==> src/rtl/evt_sched.sv <==
module evt_sched #(
  parameter int N_EVT = 24,
  parameter int TW = 12,
  parameter int CW = 8,
  parameter int OW = 8,
  localparam int IW = $clog2(N_EVT)
) (
  input  logic                  clk,
  input  logic                  rst_n,
  input  logic                  aclk_en,
  input  logic [1:0]            trig_in,
  input  logic [1:0]            trig_pol,
  input  logic                  wr_en,
  input  logic [IW-1:0]         wr_idx,
  input  logic                  wr_vld,
  input  logic [TW-1:0]         wr_time,
  input  logic                  wr_tmr,
  input  logic                  wr_if,
  input  logic                  wr_sim,
  input  logic [CW-1:0]         wr_ctl,
  input  logic [OW-1:0]         wr_off,
  input  logic [3:0]            st_clr,
  output logic [1:0]            req_vld,
  output logic [1:0]            req_pair,
  output logic [1:0][IW-1:0]    req_evt,
  output logic [1:0][CW-1:0]    req_ctl,
  output logic [1:0][OW-1:0]    req_off,
  output logic [1:0]            frame_done,
  output logic [1:0]            st_ovr,
  output logic [1:0]            st_miss
);

  logic [N_EVT-1:0] e_vld, e_tmr, e_if, e_sim, pend, rdy;
  logic [TW-1:0]    e_time [N_EVT];
  logic [CW-1:0]    e_ctl  [N_EVT];
  logic [OW-1:0]    e_off  [N_EVT];

  logic [1:0]       trig_q, run, busy, fin, miss_t;
  logic [TW-1:0]    cnt [2];
  logic [N_EVT-1:0] hit, miss, iss, wr_hit;
  logic [1:0]       sel_ok, sel_sim;
  logic [IW-1:0]    sel [2];
  logic             pair;

  wire [1:0] trig_edge = (trig_in & ~trig_q & trig_pol) | (~trig_in & trig_q & ~trig_pol);

  assign busy[0] = |(pend & ~e_tmr);
  assign busy[1] = |(pend & e_tmr);
  assign fin     = run & ~busy & ~trig_edge;
  assign miss_t  = {|(miss & e_tmr), |(miss & ~e_tmr)};

  always_comb begin
    for (int e = 0; e < N_EVT; e++) begin
      wr_hit[e] = wr_en && (wr_idx == IW'(e));
      hit[e]  = aclk_en && run[e_tmr[e]] && pend[e] && !rdy[e] && !wr_hit[e] &&
                !trig_edge[e_tmr[e]] && (e_time[e] == cnt[e_tmr[e]]);
      miss[e] = aclk_en && run[e_tmr[e]] && pend[e] && !rdy[e] && !wr_hit[e] &&
                !trig_edge[e_tmr[e]] && (e_time[e] < cnt[e_tmr[e]]);
    end
  end

  always_comb begin
    iss = '0;
    for (int i = 0; i < 2; i++) begin
      logic s_ok, n_ok;
      logic [IW-1:0] s_idx, n_idx;
      s_ok = 1'b0; n_ok = 1'b0; s_idx = '0; n_idx = '0;
      for (int e = N_EVT - 1; e >= 0; e--) begin
        if (rdy[e] && (e_if[e] == 1'(i))) begin
          if (e_sim[e]) begin
            s_ok  = 1'b1;
            s_idx = IW'(e);
          end
          n_ok  = 1'b1;
          n_idx = IW'(e);
        end
      end
      sel_ok[i]  = n_ok;
      sel_sim[i] = s_ok;
      sel[i]     = s_ok ? s_idx : n_idx;
      for (int e = 0; e < N_EVT; e++)
        if (n_ok && (sel[i] == IW'(e))) iss[e] = 1'b1;
    end
    pair = &sel_ok && &sel_sim && (e_tmr[sel[0]] == e_tmr[sel[1]]) &&
           (e_time[sel[0]] == e_time[sel[1]]);
  end

  always_ff @(posedge clk or negedge rst_n) begin
    if (!rst_n) begin
      e_vld <= '0; e_tmr <= '0; e_if <= '0; e_sim <= '0;
      pend  <= '0; rdy   <= '0;
      for (int e = 0; e < N_EVT; e++) begin
        e_time[e] <= '0; e_ctl[e] <= '0; e_off[e] <= '0;
      end
    end else begin
      for (int e = 0; e < N_EVT; e++) begin
        if (wr_hit[e]) begin
          e_vld[e]  <= wr_vld;
          e_tmr[e]  <= wr_tmr;
          e_if[e]   <= wr_if;
          e_sim[e]  <= wr_sim;
          e_time[e] <= wr_time;
          e_ctl[e]  <= wr_ctl;
          e_off[e]  <= wr_off;
          pend[e]   <= wr_vld && (run[wr_tmr] || trig_edge[wr_tmr]);
          rdy[e]    <= 1'b0;
        end else if (trig_edge[e_tmr[e]]) begin
          pend[e] <= e_vld[e];
          rdy[e]  <= 1'b0;
        end else if (iss[e] || miss[e]) begin
          pend[e] <= 1'b0;
          rdy[e]  <= 1'b0;
        end else if (hit[e]) begin
          rdy[e] <= 1'b1;
        end
      end
    end
  end

  always_ff @(posedge clk or negedge rst_n) begin
    if (!rst_n) begin
      trig_q <= '0; run <= '0; frame_done <= '0; st_ovr <= '0; st_miss <= '0;
      cnt[0] <= '0; cnt[1] <= '0;
    end else begin
      trig_q     <= trig_in;
      frame_done <= fin;
      st_ovr     <= (st_ovr & ~st_clr[1:0]) | (trig_edge & run);
      st_miss    <= (st_miss & ~st_clr[3:2]) | miss_t;
      for (int t = 0; t < 2; t++) begin
        if (trig_edge[t]) begin
          run[t] <= 1'b1;
          cnt[t] <= '0;
        end else if (fin[t]) begin
          run[t] <= 1'b0;
        end else if (run[t] && aclk_en && (cnt[t] != '1)) begin
          cnt[t] <= cnt[t] + 1'b1;
        end
      end
    end
  end

  always_ff @(posedge clk or negedge rst_n) begin
    if (!rst_n) begin
      req_vld <= '0; req_pair <= '0; req_evt <= '0; req_ctl <= '0; req_off <= '0;
    end else begin
      req_vld  <= sel_ok;
      req_pair <= {2{pair}};
      for (int i = 0; i < 2; i++) begin
        req_evt[i] <= sel[i];
        req_ctl[i] <= e_ctl[sel[i]];
        req_off[i] <= e_off[sel[i]];
      end
    end
  end

endmodule

==> config.mk <==
export PLATFORM = sky130hd
export DESIGN_NAME = evt_sched
export DESIGN_NICKNAME = d
export VERILOG_FILES = /design/src/rtl/evt_sched.sv
export SDC_FILE = /design/constraint.sdc
export NUM_CORES = 2
export LEC_CHECK = 0
export BUFFER_PORTS_ARGS = -buffer_cell sky130_fd_sc_hd__buf_2
export CAP_MARGIN = 20
export CORE_ASPECT_RATIO = 1.25
export CORE_MARGIN = 1
export CORE_UTILIZATION = 25
export DETAILED_ROUTE_END_ITERATION = 6
export MAX_ROUTING_LAYER = met4
export SKIP_CTS_REPAIR_TIMING = 1
export SYNTH_ARGS = -nofsm -noshare
export SYNTH_HDL_FRONTEND = slang
export SYNTH_SLANG_ARGS = --single-unit
==> constraint.sdc <==
create_clock -name clk -period 4.9 [get_ports clk]
set_input_delay 0.245 -clock clk [delete_from_list [all_inputs] [get_ports clk]]
set_output_delay 0.245 -clock clk [all_outputs]
set_load 0.05 [all_outputs]
==> results.cfg <==
[worst_setup_path]
data_arrival_time_of_the_critical_path_ns = 5.40
timing.critical_path.cells = buf_4, mux2_2, ha_1, nor2b_1, o21ai_0, nand2b_1, a21oi_1, nor3_1, or3_1, o22ai_1, a2111oi_0, buf_4, nand3_1, nor3_1, nand3_1
reg2reg_setup_slack_ns = 0.15
worst_setup_start_kind = flip-flop
regToRegEndpoint = st_miss[0]$_DFF_PN0_
timing.critical_path.fanout_max = 10
critical-path-max-stage-delay_ns = 0.92
cp_slowest_cell = a2111oi_0
worstRegToRegCells = 15
path_class = flip-flop to flip-flop
end_kind = flip-flop
crit-reg2reg-launch = e_tmr[14]$_DFFE_PN0P_
cp.required_ns = 5.54

[global_route]
grt_first_pass_wirelength_um = 412000
via_count_of_the_first_global_routing_pass = 55800
antenna_violations_before_repair = 15
groute.usage.overall_pct = 24.0
globalRouteOverflowTotal = 0
pin_count_of_the_biggest_net_entering_global_routing = 181

[detailed_routing]
drt_pre_antenna_iters = 6
vias_per_cell = 5.64
detailed_router_s_first_iteration_violation_count = 7333
route.final.wire_length_um = 289000
via_count = 58200
detail_route.wl_per_cell_um = 28.0
ant_nets = 0
detail_route.drc_violations = 0

[timing]
fin_crit_sh_pct = 97.0
fin_worst_skew_ns = 0.0650
tightestPinTransition_ns = 1.19
rsz0062_at_grt = no
maxSlewHeadroom_pct = 20.1
hold-worst-slack_ns = -0.0104
maximum_clock_frequency_ghz = 0.210
timing_hold_violations_final = 1
final.setup.tns_ns = 0
finalCriticalPeriod_ns = 4.75
setup_viol = 0
slew_violations = 0

[logic_synthesis]
postSynthNetCount = 7428
synth_top_flop_cell = dfrtp_1
synth_top_cells_by_area = dfrtp_1 37%, nand2_1 14%, mux2_2 8.3%, mux2i_1 8.0%, ha_1 6.1%
synth-warning-count = 0
synthesis.instances = 7089
postSynthAreaPerCell_um2 = 8.43
netlist.area_leader.share_pct = 37.5
cell_variety_after_synth = 90
yosys.area.top_type = dfrtp_1
ys_seq_elements = 895
synth.cell_area_um2 = 59800
async_flop_share_pct = 100
ys_seq_area_share_pct = 37.5
synth_edf_count = 0

[clock_tree]
tritoncts_clock_tree = built
max-clock-path-buffers = 3
cts.sink_count = 895
worstSkewPairLatency_ns = 0.81
htree_levels = 3
tritoncts.num_buffers = 107
root_buffer = clkbuf_16
worst_setup_hold_path_clk_slew_ns = 0.06

[outcome]
outcome = complete, but fails checks
violations_in_the_final_reports = negative hold slack

[finish]
layout-drive-gt1-share_pct = 16.0
post-route-util_pct = 29.1
final_nets = 7424
fillCellCount = 25100
area_delta_synth_final_pct = 15.9

[placed_design]
placement.io_buffers = 100
hpwlAfterDp_um = 197000
gp_congestion = 1.06

[die]
placementRows = 200
floorplan.die.width_um = 439
fp.coreArea_um2 = 238000
initial_utilization_pct = 25.1
dieHeight_um = 549
die_area_um2 = 241000
ioPinCount = 101

[min_path]
hold_depth = 4
worst_hold_path.endpoint = e_vld[8]$_DFFE_PN0P_
holdCritStartpoint = wr_idx[1]
hold_path.class = input port to flip-flop

[power_and_ir_drop]
leakagePower_nw = 31.3
power-per-cell-area_nw_per_um2 = 436
ir_drop_uv = 309
report.power.total_mw = 30.2

[run]
drv.max_cap_violation_count = 0
[metrics by stage]
stage | worst slack (ns) | instances | instance area, µm²
floorplan | 1.44 | 7089 | 59800
global placement | 0.121 | 10100 | 65200
detailed placement | 0.104 | 10100 | 65200
CTS | 0.0274 | 10300 | 69000
global route | 0.00247 | 10300 | 69300
finish | 0.145 | 10300 | 69300
[area by class of cell]
class,count,area (µm²),share of cell area (%)
inverter,93,385,0.556
clock buffer,153,3110,4.49
antenna,9,22.5,0.0325
sequential,895,22400,32.3
clock inverter,46,653,0.943
multi-input combinational,5520,34900,50.4
tap,3131,3920,5.65
timing repair buffer,468,3870,5.58
[state kept, by name, indices dropped and copies added, names as in the netlist, 10 cells and up]
| register | flops |
|---|---|
| e_time | 288 |
| pend | 24 |
| e_vld | 24 |
| req_evt | 10 |
| req_off | 16 |
| e_ctl | 192 |
| req_ctl | 16 |
| e_off | 192 |
| rdy | 24 |
| e_tmr | 24 |
| e_sim | 24 |
| e_if | 24 |
| cnt | 24 |
[Yosys cell counts (all sizes together), types with 31 or more instances]
library cell and instances:
nor2 149, nand3 377, a21o 78, ha 290
o221ai 31, nand4 84, dfrtp 895, mux2i 475
o21ai 192, and3 142, mux2 443, nor2b 62
o22ai 33, a31oi 67, nor3 69, o21a 35
a311oi 117, buf 181, nand2 2227, a21oi 200
clkbuf 400, nand2b 49, nor4 39, inv 90
[layout by cell type (no fill, tap or decap), types with 17 or more instances in the layout]
cell           Yosys  layout
mux2_2           442     442
nor3_1            68      63
buf_12             0      43
a211oi_1          20      20
o21ai_0          190     189
nor4_1            38      37
nand3_1          373     370
dfrtp_1          895     887
nand3b_1          27      27
clkbuf_16          0     108
a21o_1            78      78
o21a_1            35      35
a21oi_1          200     199
clkinv_2           0      22
o311ai_0          19      19
a32oi_1           17      17
mux2i_1          475     475
a22oi_1           30      29
o221ai_1          31      31
ha_1             290     290
buf_4             11     300
or4_1             18      18
nand4_1           83      83
xnor2_1           17      17
nor2b_1           62      62
nand2b_1          48      47
and3_1           142     142
inv_1             87      84
or3_1             24      23
o211ai_1          26      26
clkbuf_1         400      21
nor2_1           147     134
buf_2             77     100
a31oi_1           67      67
o22ai_1           33      33
a221oi_1          19      18
clkbuf_8           0      24
a311oi_1         117     117
nand2_1         2226    2212
dlygate4sd3_1      0      24
[worst max-delay path by stage]
stage | start | end | slack [ns] | cells after the start
after floorplan | rdy[1]$_DFFE_PN0P_ | req_pair[0]$_DFF_PN0_ | 1.44 | 14
after global placement | e_if[22]$_DFFE_PN0P_ | req_pair[0]$_DFF_PN0_ | 0.12 | 16
final | e_tmr[14]$_DFFE_PN0P_ | st_miss[0]$_DFF_PN0_ | 0.15 | 15
after detailed placement | e_if[22]$_DFFE_PN0P_ | req_pair[0]$_DFF_PN0_ | 0.10 | 16
after global routing | e_if[8]$_DFFE_PN0P_ | req_pair[0]$_DFF_PN0_ | 0.002 | 16
after CTS | e_if[22]$_DFFE_PN0P_ | req_pair[0]$_DFF_PN0_ | 0.03 | 16
[cells by family (layout without fill, tap and decap cells)]
| group | after synthesis | count (layout) | share of synthesized area (%) |
|---|---|---|---|
| other | 0 | 9 | 0 |
| adders and majority gates | 290 | 290 | 6.07 |
| AOI/OAI and AO/OA | 978 | 978 | 11.1 |
| muxes | 920 | 920 | 16.4 |
| DFF | 895 | 895 | 37.5 |
| and+or+nand+nor | 3302 | 3302 | 24.0 |
| buffers and inverters | 674 | 760 | 4.52 |
| xor gates and xnor gates | 30 | 30 | 0.439 |
[layer usage]
layer	part of all wire, %	GRT usage (%)	up-vias
met5	0	-	-
met4	8.4	17.2	0
met3	8.8	4.19	1010
met2	44	36.3	3551
met1	38	28.8	28800
li1	-	-	24800
[critical path, delay by kind of cell (launching register included)]
| kind | cells | cell delay (ns) |
|---|---|---|
| AND/OR/NAND/NOR | 7 | 1.28 |
| flip-flops | 1 | 0.83 |
| adder cells (fa/ha/maj) | 1 | 0.18 |
| AO/OA/AOI/OAI | 4 | 1.30 |
| buffers and inverters | 2 | 0.62 |
| multiplexers | 1 | 0.37 |
[power breakdown]
part	switching, mW	internal [mW]
clock network	3.65	4.98
logic	6.44	4.21
registers	2.13	8.84
Note: power is estimated with default switching activity, not from simulation.
